`src/rtl/wsc_pkg.sv`:
```
package wsc_pkg;
  localparam int BUS_W    = 32;
  localparam int ADDR_W   = 8;
  localparam logic [ADDR_W-1:0] OFF_CTRL = 8'hA0;
  localparam logic [ADDR_W-1:0] OFF_LO   = 8'hA4;
  localparam logic [ADDR_W-1:0] OFF_HI   = 8'hA8;
  localparam int REQ_BIT  = 1;

  typedef enum logic [1:0] {
    SEL_NONE = 2'd0,
    SEL_CTRL = 2'd1,
    SEL_LO   = 2'd2,
    SEL_HI   = 2'd3
  } rd_sel_e;

  function automatic rd_sel_e decode_off(input logic [ADDR_W-1:0] a);
    case (a)
      OFF_CTRL: return SEL_CTRL;
      OFF_LO:   return SEL_LO;
      OFF_HI:   return SEL_HI;
      default:  return SEL_NONE;
    endcase
  endfunction
endpackage

```
`src/rtl/wsc_tick_counter.sv`:
```
module wsc_tick_counter #(
  parameter int CNT_W = 64
) (
  input  logic             clk,
  input  logic             rst,
  input  logic             tick_en,
  output logic [CNT_W-1:0] count_q
);
  always_ff @(posedge clk) begin
    if (rst) count_q <= '0;
    else if (tick_en) count_q <= count_q + 1'b1;
  end

  assert_count_step_R2: assert property (@(posedge clk) disable iff (rst)
    tick_en |=> count_q == $past(count_q) + 1'b1);
  assert_count_hold_R2: assert property (@(posedge clk) disable iff (rst)
    !tick_en |=> $stable(count_q));
  assert_count_wrap_R8: assert property (@(posedge clk) disable iff (rst)
    (tick_en && count_q == '1) |=> count_q == '0);
endmodule

```
`src/rtl/wsc_snap_ctrl.sv`:
```
module wsc_snap_ctrl #(
  parameter int CNT_W       = 64,
  parameter int LATCH_DELAY = 2
) (
  input  logic             clk,
  input  logic             rst,
  input  logic             req_wr,
  input  logic [CNT_W-1:0] count_in,
  output logic             pending_q,
  output logic [CNT_W-1:0] hold_q
);
  localparam int DLY_W = $clog2(LATCH_DELAY + 1);
  localparam logic [DLY_W-1:0] DLY_LOAD = DLY_W'(LATCH_DELAY);

  logic [DLY_W-1:0] dly_q;
  logic [CNT_W-1:0] stage_q;
  logic             accept;

  assign accept = req_wr && !pending_q;

  always_ff @(posedge clk) begin
    if (rst) begin
      pending_q <= 1'b0;
      dly_q     <= '0;
      stage_q   <= '0;
      hold_q    <= '0;
    end else if (!pending_q) begin
      if (accept) begin
        pending_q <= 1'b1;
        dly_q     <= DLY_LOAD;
        stage_q   <= count_in;
      end
    end else if (dly_q == DLY_W'(1)) begin
      hold_q    <= stage_q;
      pending_q <= 1'b0;
      dly_q     <= '0;
    end else begin
      dly_q <= dly_q - 1'b1;
    end
  end

  assert_accept_sets_R3: assert property (@(posedge clk) disable iff (rst)
    accept |=> pending_q);
  assert_hold_stable_R5: assert property (@(posedge clk) disable iff (rst)
    !pending_q |=> $stable(hold_q));
  assert_busy_ignored_R7: assert property (@(posedge clk) disable iff (rst)
    (pending_q && req_wr) |=> $stable(stage_q));
endmodule

```
`src/rtl/wsc_reg_if.sv`:
```
module wsc_reg_if
  import wsc_pkg::*;
#(
  parameter int CNT_W = 64
) (
  input  logic              clk,
  input  logic              rst,
  input  logic [ADDR_W-1:0] addr,
  input  logic              wr_en,
  input  logic              req_bit,
  input  logic              rd_en,
  input  logic              pending,
  input  logic [CNT_W-1:0]  hold,
  output logic              req_wr,
  output logic [BUS_W-1:0]  rd_data,
  output logic              rd_valid
);
  localparam int LO_W = (CNT_W < BUS_W) ? CNT_W : BUS_W;

  logic [BUS_W-1:0] lo_word;
  logic [BUS_W-1:0] hi_word;
  logic [BUS_W-1:0] ctrl_word;
  logic [BUS_W-1:0] rd_next;

  assign req_wr = wr_en && req_bit && (decode_off(addr) == SEL_CTRL);

  always_comb begin
    lo_word = '0;
    lo_word[LO_W-1:0] = hold[LO_W-1:0];
  end

  generate
    if (CNT_W > BUS_W) begin : g_wide
      always_comb begin
        hi_word = '0;
        hi_word[CNT_W-BUS_W-1:0] = hold[CNT_W-1:BUS_W];
      end
    end else begin : g_narrow
      assign hi_word = '0;
    end
  endgenerate

  always_comb begin
    ctrl_word = '0;
    ctrl_word[REQ_BIT] = pending;
  end

  always_comb begin
    case (decode_off(addr))
      SEL_CTRL: rd_next = ctrl_word;
      SEL_LO:   rd_next = lo_word;
      SEL_HI:   rd_next = hi_word;
      default:  rd_next = '0;
    endcase
  end

  always_ff @(posedge clk) begin
    if (rst) begin
      rd_data  <= '0;
      rd_valid <= 1'b0;
    end else begin
      rd_valid <= rd_en;
      rd_data  <= rd_en ? rd_next : '0;
    end
  end

  assert_rd_valid_R9: assert property (@(posedge clk) disable iff (rst)
    rd_en |=> rd_valid);
  assert_rd_idle_R9: assert property (@(posedge clk) disable iff (rst)
    !rd_en |=> !rd_valid);
endmodule

```
`src/rtl/wide_snap_counter.sv`:
```
module wide_snap_counter
  import wsc_pkg::*;
#(
  parameter int CNT_W       = 64,
  parameter int LATCH_DELAY = 2
) (
  input  logic              clk,
  input  logic              rst,
  input  logic              tick_en,
  input  logic [ADDR_W-1:0] bus_addr,
  input  logic              bus_wr_en,
  input  logic [BUS_W-1:0]  bus_wr_data,
  input  logic              bus_rd_en,
  output logic [BUS_W-1:0]  bus_rd_data,
  output logic              bus_rd_valid
);
  logic [CNT_W-1:0] count;
  logic [CNT_W-1:0] hold;
  logic             pending;
  logic             req_wr;
  logic             unused_wdata;

  assign unused_wdata = ^{bus_wr_data[BUS_W-1:REQ_BIT+1], bus_wr_data[REQ_BIT-1:0]};

  wsc_tick_counter #(.CNT_W(CNT_W)) u_cnt (
    .clk(clk), .rst(rst), .tick_en(tick_en), .count_q(count)
  );

  wsc_snap_ctrl #(.CNT_W(CNT_W), .LATCH_DELAY(LATCH_DELAY)) u_snap (
    .clk(clk), .rst(rst), .req_wr(req_wr), .count_in(count),
    .pending_q(pending), .hold_q(hold)
  );

  wsc_reg_if #(.CNT_W(CNT_W)) u_regs (
    .clk(clk), .rst(rst), .addr(bus_addr), .wr_en(bus_wr_en),
    .req_bit(bus_wr_data[REQ_BIT]), .rd_en(bus_rd_en), .pending(pending),
    .hold(hold), .req_wr(req_wr), .rd_data(bus_rd_data), .rd_valid(bus_rd_valid)
  );
endmodule

```
`config.mk`:
```
export PLATFORM = sky130hd
export DESIGN_NAME = wide_snap_counter
export DESIGN_NICKNAME = d
export VERILOG_FILES = /design/src/rtl/wsc_pkg.sv /design/src/rtl/wsc_tick_counter.sv /design/src/rtl/wsc_snap_ctrl.sv /design/src/rtl/wsc_reg_if.sv /design/src/rtl/wide_snap_counter.sv
export SDC_FILE = /design/constraint.sdc
export NUM_CORES = 1
export LEC_CHECK = 0
export ABC_AREA = 1
export BUFFER_PORTS_ARGS = -buffer_cell sky130_fd_sc_hd__buf_2
export CAP_MARGIN = 20
export CORE_MARGIN = 4
export CORE_UTILIZATION = 60
export DETAILED_ROUTE_END_ITERATION = 6
export PLACE_DENSITY = 0.81
export SETUP_SLACK_MARGIN = 0.5
export SLEW_MARGIN = 20
export SYNTH_ARGS = -nofsm -noshare
export SYNTH_HDL_FRONTEND = slang
export SYNTH_SLANG_ARGS = --single-unit
export TNS_END_PERCENT = 20
```
`constraint.sdc`:
```
create_clock -name clk -period 4.3 [get_ports clk]
set_input_delay 0.86 -clock clk [delete_from_list [all_inputs] [get_ports clk]]
set_output_delay 0.86 -clock clk [all_outputs]
set_load 0.1 [all_outputs]
```
==> reports/qor.csv, run 1 <==
metric,value,unit
die_area,19000,µm²
synth_fp_nets,1503,
num_vias,9123,
grt_first_pass_wirelength,39.8,mm
grt_max_degree,176,
final.min_clock_period,2300,ps
min_path_cells,2,
final.setup.worst_slack,2000,ps
floorplan.rows,47,
floorplan.initialDensity,61.2,%
synth_xor_area_share,0.520,%
mappedNetlistArea,10100,µm²
postRouteWirelength,24.9,mm
slowest_delay,490,ps
worst_path_dominant_cell_family,simple AND/OR/NAND/NOR gates,
cts_setup_buffers,0,
synthesis.area_per_instance,6.94,µm²
grt_overflow_total,0,
worstHoldPathType,flip-flop to flip-flop,
worstSetupStartpointType,input port,
met2_wirelength,11.0,mm
first_pass_iters,5,
cts_hold_fix_bufs,0,
timing_max_transition_violations_final,0,
synth-simple-area-share,29.5,%
worst-endpoint-required,4690,ps
synthToLayoutAreaGrowth,10.4,%
die_w,138,µm
post-route-drc-count,0,
layout.nets,1509,
main_combinational_cell_family_by_area_after_synthesis,simple AND/OR/NAND/NOR gates,
grt_setup_unrepaired,false,
number_of_sinks_handled_by_clock_tree_synthesis,228,
synth_top_flop_cell,sky130_fd_sc_hd__dfxtp_1,
cp_max_fo,91,
final.setup_skew,24.7,ps
global_route.usage.total,26.0,%
slew_headroom,41.5,%
numCtsBuffers,23,
wire_per_inst,14.7,µm
vdd_ir_drop_max,0.234,mV
timing_worst_slew_pin_value,877,ps
synth.lib_cells_used.distinct,35,
path_cells,buf_2 -> nor3_4 -> nand4_2 -> nor2_4 -> buf_12 -> nand3b_1 -> nand2_1 -> nor2_1,
placeableCoreArea,16500,µm²
routabilityCongestion,0.967,
worst_setup_hold_path_clk_slew,60,ps
yosys.area_share.adder,0.247,%
ctsRootBufferMaster,sky130_fd_sc_hd__clkbuf_16,
final-hold-violation-count,0,
cp_num_buf_inv,2,
post_cts_resized,0,
synthesized_area_fraction_occupied_by_ao_oa_aoi_and_oai_cells,14.6,%
met3_wirelength,1.66,mm
ctsHtreeMaxLevel,1,
static-leakage-power,4.04,nW
routed_via_density,5.37,
max_capacitance_violation_total,0,
tritoncts,built,
power_density,380,nW/µm²
num_antenna_cells,0,
max_clock_freq,435,MHz
pin_count,78,
ys_seq_elements,228,
setup-tns-final,0,ps
synthesis.yosys.warnings,0,
async_flop_share,0,%
outcome,finished clean,
synth.yosys.seq_area_share,45.1,%
final_min_period_over_clock_period,53.5,%
die_h,138,µm
portBuffers,46,
highest-signal-layer,met4,
postSynthCellCount,1456,
vias_in_the_first_global_route,7933,
detail-route-antenna-nets,0,
m1WireLength,11.5,mm
setup_viol,0,
clk_latency,510,ps
worst-setup-path-type,input port to flip-flop,
grt_antenna_before_repair,0,
drt-initial-drc-count,821,
edff_count_synth,0,
cp_num_cells,8,
detailedPlace.worstSlack,1550,ps
critPathCaptureType,flip-flop,
crit_slowest_cell,sky130_fd_sc_hd__nor2_4,
critical_path_arrival,2690,ps
worst-r2r-cell-count,6,
detailed_place_hpwl,17.2,mm
max-clock-path-buffers,3,
layout-drive-gt1-share,8.66,%
post_synth_mux_area_share,0,%
[metrics by stage]
step,power [mW],cells,cell area (µm²),util (%),hold WS (ps)
after global routing,4.36,1698,11200,67.6,471
after global placement,2.26,1657,10400,62.9,439
final,4.25,1698,11200,67.6,452
after CTS,4.26,1698,11200,67.6,454
after floorplan,2.24,1456,10100,-,430
after detailed placement,2.26,1657,10400,62.9,445
[cell usage after synthesis (4+ instances only)]
master	instances	share of area, %
sky130_fd_sc_hd__nor2_2	10	0.62
sky130_fd_sc_hd__xor2_1	6	0.52
sky130_fd_sc_hd__o21ai_0	85	4.2
sky130_fd_sc_hd__nand3b_1	30	2.2
sky130_fd_sc_hd__nand2_1	256	9.5
sky130_fd_sc_hd__o22ai_1	32	2.0
sky130_fd_sc_hd__dfxtp_1	228	45
sky130_fd_sc_hd__buf_1	14	0.52
sky130_fd_sc_hd__inv_1	177	6.6
sky130_fd_sc_hd__buf_4	13	0.97
sky130_fd_sc_hd__nand4_1	15	0.93
sky130_fd_sc_hd__a21oi_1	161	8.0
sky130_fd_sc_hd__nand3_1	76	3.8
sky130_fd_sc_hd__nor2_4	4	0.45
sky130_fd_sc_hd__clkbuf_1	43	1.6
sky130_fd_sc_hd__nand2_2	8	0.50
sky130_fd_sc_hd__nor2_1	261	9.7
sky130_fd_sc_hd__nor3_1	10	0.50
[routing by layer]
metal,GRT usage [%],vias up
li1,-,4676
met1,37.4,4105
met2,41.1,292
met3,3.32,50
met4,7.14,0
met5,0,-
[power by group]
| part | internal (mW) | leakage [nW] | switching (mW) | total, mW |
|---|---|---|---|---|
| Clock | 1.20 | 0.384 | 0.834 | 2.03 |
| Combinational | 0.0282 | 1.82 | 0.0714 | 0.0997 |
| Sequential | 2.11 | 1.84 | 0.00259 | 2.12 |
| Total | 3.34 | 4.04 | 0.908 | 4.25 |
[tightest hold or removal path, cell delays in order (launching register included)]
cell	delay, ps
sky130_fd_sc_hd__dfxtp_1	300
sky130_fd_sc_hd__inv_1	60
sky130_fd_sc_hd__a21oi_1	50
[cell usage in the layout (no fill, tap or decap), types with 2 or more instances in the layout]
cell,count
sky130_fd_sc_hd__a21oi_1,161
sky130_fd_sc_hd__and2_1,2
sky130_fd_sc_hd__buf_12,3
sky130_fd_sc_hd__buf_2,46
sky130_fd_sc_hd__buf_4,5
sky130_fd_sc_hd__bufinv_16,2
sky130_fd_sc_hd__clkbuf_1,3
sky130_fd_sc_hd__clkbuf_16,23
sky130_fd_sc_hd__clkbuf_8,5
sky130_fd_sc_hd__clkinv_2,5
sky130_fd_sc_hd__clkinv_4,2
sky130_fd_sc_hd__dfxtp_1,228
sky130_fd_sc_hd__ha_1,2
sky130_fd_sc_hd__inv_1,176
sky130_fd_sc_hd__inv_2,2
sky130_fd_sc_hd__inv_6,2
sky130_fd_sc_hd__nand2_1,255
sky130_fd_sc_hd__nand2_2,8
sky130_fd_sc_hd__nand3_1,76
sky130_fd_sc_hd__nand3b_1,30
sky130_fd_sc_hd__nand4_1,15
sky130_fd_sc_hd__nor2_1,260
sky130_fd_sc_hd__nor2_2,10
sky130_fd_sc_hd__nor2_4,5
sky130_fd_sc_hd__nor3_1,10
sky130_fd_sc_hd__nor3_2,3
sky130_fd_sc_hd__nor3_4,3
sky130_fd_sc_hd__nor4_1,2
sky130_fd_sc_hd__o21a_1,2
sky130_fd_sc_hd__o21ai_0,85
sky130_fd_sc_hd__o22ai_1,32
sky130_fd_sc_hd__xor2_1,6
[path summary, 6_finish.rpt]
kind                                                startpoint                               to  slack, ps
worst max register to register    u_snap.dly_q[1]$_SDFFE_PP0P_   u_snap.hold_q[18]$_SDFFE_PP0P_       2210
worst max-delay path                               bus_addr[6]  u_snap.stage_q[56]$_SDFFE_PP0P_       2000
worst min register to register  u_snap.hold_q[17]$_SDFFE_PP0P_   u_snap.hold_q[17]$_SDFFE_PP0P_        450
worst min-delay path            u_snap.hold_q[17]$_SDFFE_PP0P_   u_snap.hold_q[17]$_SDFFE_PP0P_        450
[registers in the layout, indices dropped and copies added (netlist names)]
name / flops
u_cnt.count_q: 64
u_snap.hold_q: 64
u_snap.stage_q: 64
u_regs.rd_data: 32
u_snap.dly_q: 2
u_regs.rd_valid: 1
u_snap.pending_q: 1
[cell families after synthesis]
kind of cell / after synthesis
buffers and inverters: 253
DFF: 228
adders and majority gates: 2
and+or+nand+nor: 683
xor gates and xnor gates: 6
AOI/OAI and AO/OA: 284
[final cells by class]
class	count	area (µm²)
Timing Repair Buffer	54	328
Clock inverter	10	115
Multi-Input combinational cell	975	4550
Inverter	180	679
Tap cell	220	275
Sequential cell	228	4560
Fill cell	1447	5360
Clock buffer	31	656
Power figures use the tool's default switching activity.
==> inputs of run 2 (changes only) <==
==> constraint.sdc (replaced) <==
create_clock -name clk -period 2.31 [get_ports clk]
set_input_delay 0.462 -clock clk [delete_from_list [all_inputs] [get_ports clk]]
set_output_delay 0.462 -clock clk [all_outputs]
set_load 0.1 [all_outputs]
==> run 2 against run 1 <==
- combinational power rose by 100%
- register-to-register slack worse by 1700 ps
- die area stayed put
- final area up 1.9%
- sequential share of layout area fell by 0.75 points
- total power is 89% higher
- utilization grew 1.3 points
- non-clock buffer count rose by 14
- via count up 1.9%
- wire length grew 4.9%
- sequential cell count unchanged
- highest routed layer unchanged
==> reports/qor.csv, run 2 (same netlist as run 1, synthesis figures left out) <==
metric,value,unit,change
routabilityCongestion,0.943,,-2.5%
vias_in_the_first_global_route,8465,,+6.7%
routed_via_density,5.42,,+0.96%
worstHoldPathType,input port to flip-flop,,
worst_path_dominant_cell_family,simple AND/OR/NAND/NOR gates,,
path_cells,ha_1 -> nand3_1 -> inv_1 -> nand2_2 -> nor2_2 -> nand2_1 -> nor2_4 -> nand2_1 -> nand2_1 -> nor2_1,,
grt_use_met2,45.7,%,+4.5 points
die_area,19000,µm²,unchanged
die_w,138,µm,unchanged
layout_fillers,1398,,-3.4%
worstSetupStartpointType,flip-flop,,
cp_max_fo,4,,-96%
critPathCaptureType,flip-flop,,
timing_worst_slew_pin_value,915,ps,+38.1 ps
timing_max_transition_violations_final,0,,unchanged
ctsRootBufferMaster,sky130_fd_sc_hd__clkbuf_16,,
slowest_delay,370,ps,-120 ps
min_from,bus_rd_en,,
clk_latency,520,ps,about the same
crit_top_cell,sky130_fd_sc_hd__nand2_1,,
outcome,finished clean,,
grt_setup_unrepaired,true,,
die_h,138,µm,unchanged
worst-setup-path-type,flip-flop to flip-flop,,
detailed_place_hpwl,18.4,mm,+6.6%
postRouteWirelength,26.1,mm,+4.9%
postLayoutCoreUtil,68.8,%,+1.3 points
grt_overflow_total,0,,unchanged
pin_count,78,,unchanged
wire_per_inst,15.2,µm,+4.0%
floorplan.rows,47,,unchanged
grt_use_met1,39.1,%,+1.6 points
max-clock-path-buffers,3,,unchanged
critical_path_arrival,2180,ps,-510 ps
num_vias,9292,,+1.9%
gr-max-usage-layer,met2,,
synthToLayoutAreaGrowth,12.5,%,
setup_viol,0,,unchanged
vdd_ir_drop_max,0.536,mV,+130%
cp_num_buf_inv,1,,-1
portBuffers,46,,unchanged
final_min_period_over_clock_period,76.0,%,
setup-tns-final,0,ps,unchanged
grt_antenna_before_repair,1,,+1
placeableCoreArea,16500,µm²,unchanged
largestRegisters,"u_cnt.count_q: 64 flops, u_snap.hold_q: 64 flops, u_snap.stage_q: 64 flops",,
final.setup.worst_slack,554,ps,-1440 ps
slew_headroom,38.9,%,-2.5 points
max_clock_freq,569,MHz,
drt-initial-drc-count,924,,+13%
grt_max_degree,82,,-53%
grtUsageMet3,3.29,%,-0.037 points
first_pass_iters,5,,unchanged
floorplan.initialDensity,61.2,%,unchanged
final.setup_skew,14.5,ps,-10.2 ps
num_antenna_cells,0,,unchanged
detail-route-antenna-nets,0,,unchanged
number_of_sinks_handled_by_clock_tree_synthesis,228,,unchanged
power_density,704,nW/µm²,+85%
worstSetupStartpoint,u_cnt.count_q[1]$_SDFFE_PP0P_,,
crit_slowest_cell,sky130_fd_sc_hd__dfxtp_1,,
worst_setup_hold_path_clk_slew,60,ps,about the same
reg2reg_from,u_cnt.count_q[1]$_SDFFE_PP0P_,,
max_capacitance_violation_total,0,,unchanged
final-hold-violation-count,0,,unchanged
tritoncts,built,,
layout-drive-gt1-share,10.0,%,+1.4 points
final.min_clock_period,1760,ps,
power.total,8.01,mW,+89%
final_common_cell,sky130_fd_sc_hd__nor2_1,,
ctsHtreeMaxLevel,1,,unchanged
static-leakage-power,4.14,nW,+2.5%
worst-endpoint-required,2730,ps,-1960 ps
post_route_worst_hold_slack,196,ps,-256 ps
global_route.usage.total,27.8,%,+1.8 points
most-common-layout-cells,"sky130_fd_sc_hd__nor2_1, sky130_fd_sc_hd__nand2_1, sky130_fd_sc_hd__dfxtp_1",,
post-route-drc-count,0,,unchanged
layout.nets,1523,,+0.93%
grt_first_pass_wirelength,42.4,mm,+6.6%
detailedPlace.worstSlack,360,ps,-1190 ps
numCtsBuffers,23,,unchanged
run 2: cell types whose count changed in the layout (fill, tap and decap cells not counted), sizes merged:
cell and change:
buf +14, bufinv -1, clkbuf +5, clkinv -4
clkinvlp +2, inv -1
run 2: worst paths after layout:
path                                                       end  slack [ps]  depth (start not counted)
worst max-delay path            u_cnt.count_q[36]$_SDFFE_PP0P_         550                         10
worst min-delay path                u_regs.rd_valid$_SDFF_PP0_         200                          3
worst max register to register  u_cnt.count_q[36]$_SDFFE_PP0P_         550                         10
worst min register to register  u_snap.hold_q[13]$_SDFFE_PP0P_         450                          2
run 2: metrics by stage:
step | instances | instance area [µm²]
6_report | 1713 | 11400
5_1_grt | 1713 | 11400
4_1_cts | 1711 | 11400
3_5_place_dp | 1667 | 10500
3_3_place_gp | 1667 | 10500
2_1_floorplan | 1456 | 10100
run 2: power breakdown:
| group | switching [mW] | internal [mW] | total [mW] |
|---|---|---|---|
| clock network | 1.56 | 2.31 | 3.87 |
| logic | 0.138 | 0.0609 | 0.199 |
| registers | 0.00479 | 3.94 | 3.94 |
run 2: worst reg2reg max path, cell delays in order (launching register included):
cell and delay, ps:
sky130_fd_sc_hd__dfxtp_1 370, sky130_fd_sc_hd__ha_1 180, sky130_fd_sc_hd__nand3_1 160, sky130_fd_sc_hd__inv_1 170, sky130_fd_sc_hd__nand2_2 100, sky130_fd_sc_hd__nor2_2 180
sky130_fd_sc_hd__nand2_1 140, sky130_fd_sc_hd__nor2_4 190, sky130_fd_sc_hd__nand2_1 80, sky130_fd_sc_hd__nand2_1 60, sky130_fd_sc_hd__nor2_1 30
run 2: cell type report:
cell class                 instances  area, µm²  share of cell area (%)
sequential                       228       4570                    40.1
timing repair buffer              68        483                    4.25
clock buffer                      36        734                    6.46
clock inverter                     6       75.1                   0.660
tap                              220        275                    2.42
inverter                         180        679                    5.97
multi-input combinational        975       4560                    40.1
run 2: metal layers:
metal / wire [µm] / up-vias
met4: 627 / 0
met1: 11700 / 4251
li1: - / 4713
met3: 1820 / 46
met5: 0 / -
met2: 11900 / 282
run 2: timing repair:
action	in CTS	in global routing
hold buffers	0	0
resized for setup	2	5
buffers inserted	2	2
setup endpoints to repair	5	31
hold endpoints to repair	0	0
pin swaps	1	1
